$ cat src/rtl/flash_pe_pkg.sv
package flash_pe_pkg;

    localparam int REG_W  = 8;
    localparam int MODE_W = 6;

    typedef struct packed {
        logic esu;   // erase setup
        logic psu;   // program setup
        logic ev;    // erase verify
        logic pv;    // program verify
        logic ers;   // erase
        logic prg;   // program
    } mode_t;

    function automatic logic mode_legal(input mode_t m);
        return $countones(m) <= 1;
    endfunction

    function automatic logic op_active(input mode_t m);
        return m.ers | m.prg;
    endfunction

    function automatic logic [REG_W-1:0] pack_status(input logic err, input mode_t m);
        return {err, 1'b0, m};
    endfunction

endpackage

$ cat src/rtl/flash_pe_errlatch.sv
module flash_pe_errlatch
    import flash_pe_pkg::*;
(
    input  logic  clk,
    input  logic  rst,
    input  logic  err_in,
    input  mode_t mode_q,
    output logic  set_now,
    output logic  err_q
);
    assign set_now = err_in & op_active(mode_q) & ~err_q;

    always_ff @(posedge clk) begin
        if (rst)          err_q <= 1'b0;
        else if (set_now) err_q <= 1'b1;
    end
endmodule

$ cat src/rtl/flash_pe_modereg.sv
module flash_pe_modereg
    import flash_pe_pkg::*;
(
    input  logic  clk,
    input  logic  rst,
    input  logic  wr_en,
    input  mode_t wr_mode,
    input  logic  fwe,
    input  logic  swe,
    input  logic  kill,
    output mode_t mode_q
);
    mode_t mode_d;
    logic  enabled;

    assign enabled = fwe & swe;

    always_comb begin
        mode_d = mode_q;
        if (kill || !enabled)                   mode_d = '0;
        else if (wr_en && mode_legal(wr_mode))  mode_d = wr_mode;
    end

    always_ff @(posedge clk) begin
        if (rst) mode_q <= '0;
        else     mode_q <= mode_d;
    end
endmodule

$ cat src/rtl/flash_pe_bankdec.sv
module flash_pe_bankdec #(
    parameter int          FADDR_W   = 20,
    parameter logic [31:0] BANK_BASE = 32'h2_0000,
    parameter logic [31:0] BANK_LAST = 32'h3_FFFF
) (
    input  logic [FADDR_W-1:0] addr,
    output logic               hit
);
    localparam logic [FADDR_W-1:0] LO = BANK_BASE[FADDR_W-1:0];
    localparam logic [FADDR_W-1:0] HI = BANK_LAST[FADDR_W-1:0];

    assign hit = (addr >= LO) && (addr <= HI);
endmodule

$ cat src/rtl/flash_pe_ctrl.sv
module flash_pe_ctrl
    import flash_pe_pkg::*;
#(
    parameter int          FADDR_W   = 20,
    parameter logic [31:0] BANK_BASE = 32'h2_0000,
    parameter logic [31:0] BANK_LAST = 32'h3_FFFF
) (
    input  logic               clk,
    input  logic               rst,
    input  logic               reg_wr,
    input  logic               reg_rd,
    input  logic [REG_W-1:0]   reg_wdata,
    output logic [REG_W-1:0]   reg_rdata,
    input  logic               fwe_pin,
    input  logic               swe_en,
    input  logic               err_in,
    input  logic [FADDR_W-1:0] flash_addr,
    output logic               bank_hit,
    output logic [MODE_W-1:0]  mode_o,
    output logic               protect_o
);
    mode_t mode_q;
    logic  err_q;
    logic  set_now;

    flash_pe_errlatch i_err (
        .clk     (clk),
        .rst     (rst),
        .err_in  (err_in),
        .mode_q  (mode_q),
        .set_now (set_now),
        .err_q   (err_q)
    );

    flash_pe_modereg i_mode (
        .clk     (clk),
        .rst     (rst),
        .wr_en   (reg_wr),
        .wr_mode (mode_t'(reg_wdata[MODE_W-1:0])),
        .fwe     (fwe_pin),
        .swe     (swe_en),
        .kill    (err_q | set_now),
        .mode_q  (mode_q)
    );

    flash_pe_bankdec #(
        .FADDR_W   (FADDR_W),
        .BANK_BASE (BANK_BASE),
        .BANK_LAST (BANK_LAST)
    ) i_bank (
        .addr (flash_addr),
        .hit  (bank_hit)
    );

    always_ff @(posedge clk) begin
        if (rst)         reg_rdata <= '0;
        else if (reg_rd) reg_rdata <= pack_status(err_q, mode_q);
    end

    assign mode_o    = mode_q;
    assign protect_o = err_q;
endmodule

$ cat config.mk
export PLATFORM = sky130hd
export DESIGN_NAME = flash_pe_ctrl
export DESIGN_NICKNAME = d
export VERILOG_FILES = /design/src/rtl/flash_pe_pkg.sv /design/src/rtl/flash_pe_errlatch.sv /design/src/rtl/flash_pe_modereg.sv /design/src/rtl/flash_pe_bankdec.sv /design/src/rtl/flash_pe_ctrl.sv
export SDC_FILE = /design/constraint.sdc
export NUM_CORES = 1
export LEC_CHECK = 0
export BUFFER_PORTS_ARGS = -buffer_cell sky130_fd_sc_hd__buf_2
export CORE_MARGIN = 2
export CORE_UTILIZATION = 25
export CTS_CLUSTER_DIAMETER = 100
export DETAILED_ROUTE_END_ITERATION = 10
export GPL_TIMING_DRIVEN = 0
export HOLD_SLACK_MARGIN = 0.1
export PLACE_DENSITY = 0.66
export SYNTH_ARGS = -nofsm -noshare
export SYNTH_HDL_FRONTEND = slang
export SYNTH_SLANG_ARGS = --single-unit
$ cat constraint.sdc
create_clock -name clk -period 4.5 [get_ports clk]
set_input_delay 0.9 -clock clk [delete_from_list [all_inputs] [get_ports clk]]
set_output_delay 0.9 -clock clk [all_outputs]
set_load 0.005 [all_outputs]
== Word level (Yosys, flattened, before mapping) ==
Index checks and enable logic that the tools add are counted.

* Register bits: 14
* Input port bits: 35

* Bitwise gates (word level): 6
* Add/subtract/negate cells: 5
* Reductions and logical operators: 5
* $lt $le $gt $ge: 3

{| class="wikitable"
|+ Operators by type and width
! cell !! count
|-
| $add A32 B32 Y32 || 2
|-
| $le A32 B2 Y1 const B || 1
|-
| $ge A20 B18 Y1 const B || 1
|-
| $le A20 B18 Y1 const B || 1
|-
| $add A1 B1 Y2 || 3
|-
| $and A1 B1 Y1 || 3
|-
| $logic_and A1 B1 Y1 || 2
|-
| $or A1 B1 Y1 || 2
|-
| $reduce_or A2 Y1 || 1
|-
| $logic_not A1 Y1 || 1
|-
| $logic_or A1 B1 Y1 || 1
|-
| $not A1 Y1 || 1
|}

== Depth between registers and ports, before layout ==
Gate-level depths: netlist of the first run.

* Word-level depth: 6
* Mapped depth: 8
* Mapped depth without buffers: 8

== Modules after synthesis ==
Synthesis of the first run repeated with hierarchy kept, for this count alone.

* Cells, all modules: 61
* Area, all modules: 644.4 µm²

{| class="wikitable"
|+ Modules (own cells, without submodules)
! module !! cells an instance !! area each (µm²) !! times used
|-
| flash_pe_modereg || 30 || 321.6 || 1
|-
| flash_pe_ctrl || 25 || 265.3 || 1
|-
| flash_pe_errlatch || 5 || 45.0 || 1
|-
| flash_pe_bankdec || 1 || 12.5 || 1
|}

== Least setup slack after synthesis of the first run ==
No wires, ideal clock.

* Kind: input to register
* Start: input reg_wdata[4]
* End: register, netlist name i_mode.mode_q[0]
* Library setup time: 0.115 ns
* Stages: 8
* Arrival: 2.343 ns
* Path slack: 2.042 ns
* Cell sequence: ha_1 fa_1 ha_1 inv_1 ha_1 nand3b_4 mux2i_1 nor2_1

* Word-level cells in the longest chain between the ends: 4

{| class="wikitable"
|+ RTL lines
! item !! RTL line !! text
|-
| from (decl) || flash_pe_ctrl.sv:12 || <nowiki>input logic [REG_W-1:0] reg_wdata,</nowiki>
|-
| $add A1 B1 Y2 (not written as such) || flash_pe_pkg.sv:16 || <nowiki>return $countones(m) <= 1;</nowiki>
|-
| $add A32 B32 Y32 (not written as such) || flash_pe_pkg.sv:16 ||
|-
| $le A32 B2 Y1 || flash_pe_pkg.sv:16 ||
|-
| $logic_and A1 B1 Y1 || flash_pe_modereg.sv:21 || <nowiki>else if (wr_en && mode_legal(wr_mode)) mode_d = wr_mode;</nowiki>
|}

No other way between the ends.
A chain may end at the register's enable or synchronous reset.

== Final worst setup path of the first run ==
* Start: input reg_wdata[4]
* End: register, netlist name i_mode.mode_q[1]

* Word-level cells in the longest chain between the ends: 4

{| class="wikitable"
|+ RTL lines
! item !! RTL line
|-
| $add A1 B1 Y2 (not written as such) || flash_pe_pkg.sv:16
|-
| $add A32 B32 Y32 (not written as such) || flash_pe_pkg.sv:16
|-
| $le A32 B2 Y1 || flash_pe_pkg.sv:16
|-
| $logic_and A1 B1 Y1 || flash_pe_modereg.sv:21
|}

No other way between the ends.

==> results of run 1 <==
path summary, 6_finish.rpt:
check | from | slack (ps) | to
min | reg_rdata[2] | 500 | reg_rdata[2]
max | reg_wdata[4] | 2110 | i_mode.mode_q[1]
max reg2reg | i_mode.mode_q[1] | 3590 | i_mode.mode_q[1]
min reg2reg | reg_rdata[2] | 500 | reg_rdata[2]
power breakdown:
group	switching, W	leakage, nW	internal (W)	total [W]
logic	0.0000209	0.347	0.0000246	0.0000455
clock network	0.0000404	0.0210	0.0000492	0.0000897
registers	0.00000126	0.113	0.000125	0.000127
area by class of cell:
type                       instances  area (sq um)  share of cell area [%]
timing repair buffer              28           140                    15.5
multi-input combinational         40           369                    40.9
tap                               31          38.8                    4.30
buffer                             3          26.3                    2.91
sequential                        14           280                    31.1
inverter                           3          11.3                    1.25
clock buffer                       4          36.3                    4.02
metrics by stage:
stage | area, sq um | power [W] | util, %
2_1_floorplan | 687 | 0.000161 | -
3_3_place_gp | 866 | 0.000173 | 32.2
3_5_place_dp | 866 | 0.000176 | 32.2
4_1_cts | 902 | 0.000267 | 33.6
5_1_grt | 902 | 0.000278 | 33.6
6_report | 902 | 0.000262 | 33.6
Yosys cell counts, drive strengths merged:
library cell  number  area (sq um)
mux2i             13           130
a21oi              1          5.00
dfxtp             14           280
ha                 5          62.6
conb               1          3.75
inv                3          11.3
nand3b             1          20.0
nor2              13          48.8
buf                3          26.3
nor2b              1          13.8
nor3b              1          7.51
nand4              1          21.3
fa                 2          40.0
o21ai              1          16.3
cell usage in the layout, fill, tap and decap left out, drive strengths merged:
cell type and n:
buf 31, dfxtp 14, mux2i 13, nor2 13, ha 5, clkbuf 4, inv 3, fa 2
nor3b 1, o21ai 1, nor2b 1, nand4 1, nand3b 1, a21oi 1, conb 1
critical path, cell delays in order:
cell and delay, ps:
buf_2 100, ha_1 210, fa_1 560, ha_1 150, inv_1 40, ha_1 200
nand3b_4 140, mux2i_1 200, nor2_1 50
per-layer routing:
metal	part of all wire (%)	vias up	routed length [um]	track usage, %
met1	40	245	577	9.87
met4	1.2	0	17	5.10
li1	-	258	-	-
met2	50	22	715	17.8
met3	8.5	2	121	3.23
met5	0	-	0	0
registers in the layout (all words and copies together) (netlist names):
| signal | count |
|---|---|
| reg_rdata | 7 |
| i_mode.mode_q | 6 |
| i_err.err_q | 1 |
cells by family (layout without fill, tap and decap cells):
group                    after synthesis  after routing  synth area share [%]
AND/OR/NAND/NOR                       17             17                  16.2
flip-flops                            14             14                  40.8
multiplexers                          13             13                  18.9
adder cells (fa/ha/maj)                7              7                  14.9
buffers and inverters                  6             38                  5.46
AO/OA/AOI/OAI                          2              2                  3.10
other                                  1              1                 0.546
==> impl_metrics.tcl, run 1 <==
set metrics [dict create \
    arrival_ps 2560 \
    dr.pass1.iters 2 \
    ys_warn_count 0 \
    postSynthCellCount 60 \
    grt_pass1_vias 572 \
    cts_tree "done" \
    status "finished clean" \
    routedWlPerCell_um 11.6 \
    grt_max_degree 10 \
    timing.fmax_mhz 419 \
    ir_worst_vdd_v 0.000104 \
    numClockSinks 14 \
    start_kind "input pin" \
    drtIter0Drc 1 \
    area_growth_syn_to_layout_pct 31.3 \
    rr_worst_depth 3 \
    drtAntennaViolNets 0 \
    detailed_place_hpwl_um 1230 \
    final_nets 135 \
    worst_slack_ps 2110 \
    period_needed_ps 2390 \
    drc 0 \
    placedCellCount 119 \
    pin_count 51 \
    skew_ps 8.89 \
    die_w_um 56.4 \
    drv_cap 0 \
    drt_wl_total_um 1430 \
    dieArea_sq_um 3180 \
    num_rows 19 \
    h-tree-depth 1 \
    grt_overflow 0 \
    crit_type "input pin to flop" \
    die_h_um 56.4 \
    ys_seq_elements 14 \
    rsz0062_at_grt "false" \
    io_buffer_count 28 \
    min_path_cells 2 \
    hold_buffers 0 \
    clk_latency_ps 280 \
    fillers 296 \
    cts_buffers 3 \
    dr_total_vias 527 \
    ys_types 15 \
    post_cts_buffers 0 \
    grtUsageTotal_pct 9.82 \
    fin_crit_sh_pct 53.0 \
    final_layout_size_suffix_gt1_share_pct 42.4 \
    setup_tns_ps 0 \
    hold_viol_final 0 \
    holdWs_ps 498 \
    avgSynthCellArea_sq_um 11.4 \
    yosysSeqAreaShare_pct 40.8 \
    cts_resized 0 \
    crit_fanout 6 \
    grt_antenna_before_repair 0 \
    grt_pass1_wl_um 2390 \
    diodes 0 \
    clk_pin_slew_worst_paths_ps 90 \
    fin_cells 123 \
    gp_congestion 0.705 \
    routed_via_density 4.28 \
    dp_slack_ps 1810 \
    syn_area_sq_um 687 \
    power.leakage_nw 0.480 \
    min_path_type "flop to flop" \
    setup-violations-final 0 \
    drv_slew 0 \
    endpoint_kind "flop" \
    power_density_nw_per_um2 290 \
    clockBufferDepth 2 \
    cts-root-buf "clkbuf_4" \
    initial_core_util_pct 25.6 \
    crit_required_ps 4670 \
    synthesis.nets 102 \
    core_sq_um 2690 \
]
(Power assumes the default switching activity.)
==> inputs of run 2 (changes only) <==
--- a/config.mk
+++ b/config.mk
@@ -5,6 +5,7 @@
 export SDC_FILE = /design/constraint.sdc
 export NUM_CORES = 1
 export LEC_CHECK = 0
+export ABC_AREA = 1
 export BUFFER_PORTS_ARGS = -buffer_cell sky130_fd_sc_hd__buf_2
 export CORE_MARGIN = 2
 export CORE_UTILIZATION = 25
@@ -12,7 +13,7 @@
 export DETAILED_ROUTE_END_ITERATION = 10
 export GPL_TIMING_DRIVEN = 0
 export HOLD_SLACK_MARGIN = 0.1
-export PLACE_DENSITY = 0.66
+export PLACE_DENSITY = 0.68
 export SYNTH_ARGS = -nofsm -noshare
 export SYNTH_HDL_FRONTEND = slang
 export SYNTH_SLANG_ARGS = --single-unit
==> constraint.sdc (replaced) <==
create_clock -name clk -period 2.15 [get_ports clk]
set_input_delay 0.43 -clock clk [delete_from_list [all_inputs] [get_ports clk]]
set_output_delay 0.43 -clock clk [all_outputs]
set_load 0.005 [all_outputs]
==> run 2 against run 1 <==
  * Synthesized area increased by 0.55%
  * Synthesized cell count rose by 45%
  * Sequential power grew 110%
  * Power grew 120%
  * Die area grew 0.51%
  * Critical path type unchanged
  * Largest cell class unchanged
  * Highest routed layer unchanged
==> impl_metrics.tcl, run 2 <==
set metrics [dict create \
    die_w_um 56.6 \
    power.leakage_nw 0.471 \
    layout_common_cells "buf_2, nor2_1, dfxtp_1, nand2_1, inv_1" \
    synthesis.nets 129 \
    crit_required_ps 2330 \
    crit-reg2reg-capture "i_mode.mode_q[4]" \
    p_sw_w 0.000160 \
    fillers 289 \
    drtIter0Drc 11 \
    largest-register "reg_rdata" \
    p_total_w 0.000581 \
    endpoint_kind "flop" \
    hold_path_end "i_err.err_q" \
    status "finished clean" \
    rrSetupSlack_ps 1220 \
    diodes 0 \
    syn_area_sq_um 691 \
    drc 0 \
    grtUsageTotal_pct 10.9 \
    skew_ps 0.380 \
    drt_wl_total_um 1530 \
    layout_commonest_cell "buf_2" \
    area_growth_syn_to_layout_pct 33.0 \
    fin_crit_sh_pct 90.8 \
    clk_pin_slew_worst_paths_ps 80 \
    ys_types 17 \
    yosys.area.top_type "dfxtp_1" \
    synth_ff_type "dfxtp_1" \
    setup-violations-final 0 \
    routed_via_density 4.34 \
    ys_seq_elements 14 \
    gp_congestion 0.694 \
    synth_area_leaders "dfxtp_1, nor2_1, ha_1" \
    place_area_sq_um 880 \
    placedCellCount 148 \
    final_nets 164 \
    h-tree-depth 1 \
    clockBufferDepth 2 \
    power_density_nw_per_um2 632 \
    synth_edf_count 0 \
    largest_reg_flops 7 \
    final_area_sq_um 918 \
    grt_antenna_before_repair 0 \
    pin_count 51 \
    crit-reg2reg-launch "i_mode.mode_q[1]" \
    grt_pass1_wl_um 2660 \
    async_flop_share_pct 0 \
    start_kind "input pin" \
    dr.pass1.iters 4 \
    clk_latency_ps 270 \
    ir_worst_vdd_v 0.000209 \
    rsz0062_at_grt "false" \
    grt_pass1_vias 638 \
    num_rows 19 \
    numClockSinks 14 \
    crit_type "input pin to flop" \
    min_path_type "input pin to flop" \
    internal_power_w 0.000421 \
    grt_overflow 0 \
    synth_common_cells "nor2_1, dfxtp_1, nand2_1" \
    drtAntennaViolNets 0 \
    hold_buffers 0 \
    fin_cells 152 \
    min_from "rst" \
    min_path_cells 2 \
    synth_most_common_cell "nor2_1" \
    cts_buffers 3 \
    p_clk_share_pct 32.4 \
    final_layout_size_suffix_gt1_share_pct 34.7 \
    crit_fanout 7 \
    p_sw_share_pct 27.6 \
    postSynthCellCount 87 \
    dr_total_vias 659 \
    cts_tree "done" \
    die_h_um 56.6 \
    routedWlPerCell_um 10.1 \
    hold_viol_final 0 \
    p_comb_share_pct 20.7 \
    io_buffer_count 30 \
    dieArea_sq_um 3200 \
    avgSynthCellArea_sq_um 7.94 \
    p_seq_share_pct 47.0 \
    arrival_ps 2130 \
    drv_slew 0 \
    top_regs "reg_rdata: 7 flops, i_mode.mode_q: 6 flops, i_err.err_q: 1 flops" \
    drv_cap 0 \
    yosysTopAreaCellShare_pct 40.6 \
    yosysSeqAreaShare_pct 40.6 \
    detailed_place_hpwl_um 1250 \
    grt_max_degree 10 \
    initial_core_util_pct 25.7 \
    period_needed_ps 1950 \
    timing.fmax_mhz 512 \
    ys_warn_count 0 \
    core_sq_um 2690 \
    rr_worst_depth 3 \
    cts-root-buf "clkbuf_4" \
]
[run 2: changes by cell type after synthesis, sizes merged]
cell    before  now
a21oi        1    2
buf          3    1
inv          3   13
mux2i       13    0
nand2        0   13
nand3        0    2
nand3b       1    0
nand4        1    6
nor2        13   19
nor2b        1    0
o21ai        1    8
[run 2: power by group through the flow]
| stage | combinational, W | clock [W] | sequential [W] |
|---|---|---|---|
| 6_report | 0.000120 | 0.000188 | 0.000273 |
| 3_3_place_gp | 0.000112 | 0 | 0.000279 |
| 5_1_grt | 0.000141 | 0.000214 | 0.000274 |
| 3_5_place_dp | 0.000120 | 0 | 0.000279 |
| 2_1_floorplan | 0.0000748 | 0 | 0.000279 |
| 4_1_cts | 0.000120 | 0.000194 | 0.000273 |
[run 2: area by class of cell]
class | instances | area, sq um | share of cell area (%)
tap | 31 | 38.8 | 4.22
multi-input combinational | 59 | 357 | 38.8
buffer | 1 | 7.51 | 0.817
sequential | 14 | 280 | 30.5
clock buffer | 4 | 36.3 | 3.95
inverter | 13 | 48.8 | 5.31
timing repair buffer | 30 | 150 | 16.3
[run 2: logic make-up after synthesis]
family                     Yosys count  synth area share [%]
other                                1                 0.543
AOI/OAI and AO/OA                   10                  7.25
and+or+nand+nor                     41                  28.6
adders and majority gates            7                  14.9
buffers and inverters               14                  8.15
DFF                                 14                  40.6
[run 2: worst max path at each step]
| stage | startpoint | to | slack, ps | depth (start not counted) |
|---|---|---|---|---|
| 6_report | reg_wdata[4] | i_mode.mode_q[2] | 200 | 11 |
| 5_1_grt | reg_wdata[4] | i_mode.mode_q[1] | 60 | 11 |
| 4_1_cts | reg_wdata[4] | i_mode.mode_q[2] | 120 | 11 |
| 3_5_place_dp | reg_wdata[4] | i_mode.mode_q[0] | -170 | 11 |
| 3_3_place_gp | reg_wdata[4] | i_mode.mode_q[2] | -100 | 11 |
| 2_1_floorplan | reg_wdata[4] | i_mode.mode_q[2] | 100 | 10 |
[run 2: metrics by stage]
| step | util [%] | worst slack (ps) | TNS (ps) | hold WS [ps] |
|---|---|---|---|---|
| final | 34.2 | 199 | 0 | 329 |
| after global routing | 34.2 | 60.6 | 0 | 311 |
| after CTS | 34.1 | 122 | 0 | 313 |
| after detailed placement | 32.7 | -172 | -998 | 486 |
| after global placement | 32.7 | -101 | -559 | 482 |
| after floorplan | - | 97.6 | 0 | 487 |
[run 2: what timing repair did]
action	4_1_cts	5_1_grt
resized for setup	0	1
endpoints found under the setup margin	0	5
setup buffers	0	0
endpoints found under the hold margin	0	0
[run 2: critical path, stage by stage]
cell     delay (ps)
buf_2           110
ha_1            320
fa_1            450
ha_1            200
inv_1            60
ha_2            250
nand3_4         110
nand2_1          80
nand2_1          50
inv_2            50
nor2_2           20
[run 2: per-layer routing]
layer	part of all wire, %	vias to the layer above	wire [um]	GRT usage [%]
met2	49	25	754	18.4
li1	-	344	-	-
met3	7.3	2	111	3.46
met5	0	-	0	0
met1	42	288	646	11.1
met4	1.2	0	19	7.82
==> inputs of run 3 (changes only) <==
--- a/config.mk
+++ b/config.mk
@@ -13,7 +13,8 @@
 export DETAILED_ROUTE_END_ITERATION = 10
 export GPL_TIMING_DRIVEN = 0
 export HOLD_SLACK_MARGIN = 0.1
-export PLACE_DENSITY = 0.68
+export PLACE_DENSITY = 0.67
 export SYNTH_ARGS = -nofsm -noshare
 export SYNTH_HDL_FRONTEND = slang
+export SYNTH_HIERARCHICAL = 1
 export SYNTH_SLANG_ARGS = --single-unit
==> run 3 against run 2 <==
  * Critical path type unchanged
  * The run now ends with setup timing left
  * First-iteration DRC count decreased by 55%
  * Core utilization is 3.1 points higher
  * Non-clock buffer count is 6 higher
  * Sequential power up 1%
  * Worst setup slack got worse by 550 ps
  * Cell area is 13% higher
  * Flip-flop and latch count stayed put
  * Clock skew rose by 1.9 ps
  * Cell count grew 14%
  * Highest routed layer unchanged
==> impl_metrics.tcl, run 3 <==
set metrics [dict create \
    status "complete, but fails checks" \
    violations "setup timing" \
    num_rows 19 \
    synthesis.nets 145 \
    synth_xor_area_share_pct 0 \
    yosys.area.top_type "dfxtp_1" \
    cts-root-buf "clkbuf_4" \
    rsz0062_at_grt "true" \
    clk_pin_slew_worst_paths_ps 90 \
    drt_wl_total_um 1470 \
    gp_congestion 0.694 \
    cts_tree "done" \
    final_nets 183 \
    grt_most_used_layer "met2" \
    period_needed_ps 2500 \
    numClockSinks 14 \
    cp_common_cell "fa_1" \
    fin_crit_sh_pct 116 \
    largest_reg_flops 7 \
    place_area_sq_um 936 \
    drv_cap 0 \
    top_regs "reg_rdata: 7 flops, i_mode/mode_q: 6 flops, i_err/err_q: 1 flops" \
    yosysSeqAreaShare_pct 37.6 \
    postSynthCellCount 106 \
    layout_commonest_cell "buf_2" \
    path_buf_inv 4 \
    crit_required_ps 2330 \
    dr_total_vias 683 \
    final_layout_size_suffix_gt1_share_pct 38.5 \
    min_path_type "input pin to flop" \
    fin_cells 174 \
    grt_pass1_vias 603 \
    largest-register "reg_rdata" \
    worst_path_max_delay_cell "fa_1" \
    die_w_um 58.6 \
    avgSynthCellArea_sq_um 7.02 \
    dr.pass1.iters 4 \
    synth_edf_count 0 \
    gr-usage-met3_pct 2.42 \
    syn_area_sq_um 744 \
    drtIter0Drc 5 \
    rrSetupSlack_ps 790 \
    detailed_place_hpwl_um 1160 \
    placedCellCount 167 \
    crit_path_cell_trace "buf_6 > fa_1 > inv_1 > fa_1 > inv_1 > ha_2 > fa_1 > nor2_4 > buf_6 > nand3_2 > nand2_1 > nor2_1" \
    hold_viol_final 0 \
    path_delay_family "adder cells" \
    synthSimpleGateAreaFrac_pct 29.6 \
    grtUsageTotal_pct 9.74 \
    die_h_um 58.6 \
    use_met2_pct 15.1 \
    grt_pass1_wl_um 2490 \
    routed_via_density 3.93 \
    ys_seq_elements 14 \
    ys_warn_count 6 \
    setup-violations-final 6 \
    synth_compound_area_share_pct 6.39 \
    ir_worst_vdd_v 0.000250 \
    grt_overflow 0 \
    clk_latency_ps 280 \
    layout_common_cells "buf_2, nand2_1, nor2_1, inv_1, dfxtp_1" \
    area_growth_syn_to_layout_pct 39.5 \
    use_met1_pct 11.4 \
    crit_fanout 5 \
    diodes 0 \
    cts_buffers 3 \
    h-tree-depth 1 \
    critPathMaxStageDelay_ps 530 \
    synth_common_cells "nand2_1, inv_1, nor2_1" \
    drtAntennaViolNets 0 \
    async_flop_share_pct 0 \
    synth-adder-area-share_pct 9.75 \
    skew_ps 2.26 \
    final_area_sq_um 1040 \
    synth_most_common_cell "nand2_1" \
    power.leakage_nw 0.541 \
    worst_slack_ps -354 \
    initial_core_util_pct 26.8 \
    synth_area_leaders "dfxtp_1, nand2_1, inv_1" \
    endpoint_kind "flop" \
    synth_top_family_by_area "simple AND/OR/NAND/NOR gates" \
    drv_slew 0 \
    setup_tns_ps -2090 \
    start_kind "input pin" \
    holdWs_ps 332 \
    grt_max_degree 11 \
    core_sq_um 2780 \
    io_buffer_count 30 \
    dieArea_sq_um 3430 \
    pin_count 51 \
    ys_types 15 \
    grt_antenna_before_repair 0 \
    clockBufferDepth 2 \
    synth_ff_type "dfxtp_1" \
    muxShareOfSynthArea_pct 0 \
    timing.fmax_mhz 399 \
    power_density_nw_per_um2 637 \
    yosysTopAreaCellShare_pct 37.6 \
    routedWlPerCell_um 8.45 \
    fin_util_pct 37.3 \
    arrival_ps 2680 \
    crit_type "input pin to flop" \
    drc 0 \
]
==> run 3: area by class of cell <==
type	count	area [sq um]
Tap cell	31	38.8
Multi-Input combinational cell	67	384
Sequential cell	14	280
Clock buffer	4	36.3
Fill cell	321	1740
Timing Repair Buffer	33	179
Buffer	4	41.3
Inverter	21	78.8
==> run 3: cells by family after synthesis <==
| group | after synthesis |
|---|---|
| other | 1 |
| AOI/OAI and AO/OA | 8 |
| DFF | 14 |
| adders and majority gates | 4 |
| and+or+nand+nor | 54 |
| buffers and inverters | 25 |
==> run 3: metal layers <==
layer  share of wire [%]  vias to the layer above
met5                   0                        -
met3                 7.7                        2
met2                  48                       22
met4                 2.7                        0
met1                  42                      277
li1                    -                      382
==> run 3: metrics by stage <==
step	total power (W)	setup WS, ps
6_report	0.000661	-354
3_5_place_dp	0.000434	-678
3_3_place_gp	0.000433	-670
2_1_floorplan	0.000389	-469
4_1_cts	0.000651	-343
5_1_grt	0.000710	-495
==> run 3: final timing paths <==
| kind | cells past startpoint | start | to |
|---|---|---|---|
| max | 12 | reg_wdata[0] | i_mode/mode_q[3] |
| min | 2 | rst | i_err/err_q |
| max reg2reg | 8 | i_mode/mode_q[0] | i_mode/mode_q[0] |
| min reg2reg | 2 | reg_rdata[7] | reg_rdata[7] |
==> run 3: worst reg2reg max path, cell delays in order, from the launching register on <==
cell	delay, ps
dfxtp_1	360
o21ai_2	180
nor2_1	50
or2_2	260
inv_1	50
nand2_1	50
nor2_2	180
nand2_1	80
nor2_1	100
==> run 3: what timing repair did <==
item | in CTS | in global routing
pin swaps | 0 | 1
resized for setup | 4 | 6
endpoints found under the setup margin | 6 | 6
endpoints found under the hold margin | 0 | 0
setup buffers | 1 | 1
hold buffers | 0 | 0
cloned | 1 | 0
==> run 3: power breakdown <==
part           switching [W]  leakage [nW]  internal (W)
Sequential        0.00000699         0.114      0.000270
Combinational      0.0000968         0.406     0.0000999
Clock              0.0000843        0.0210      0.000103
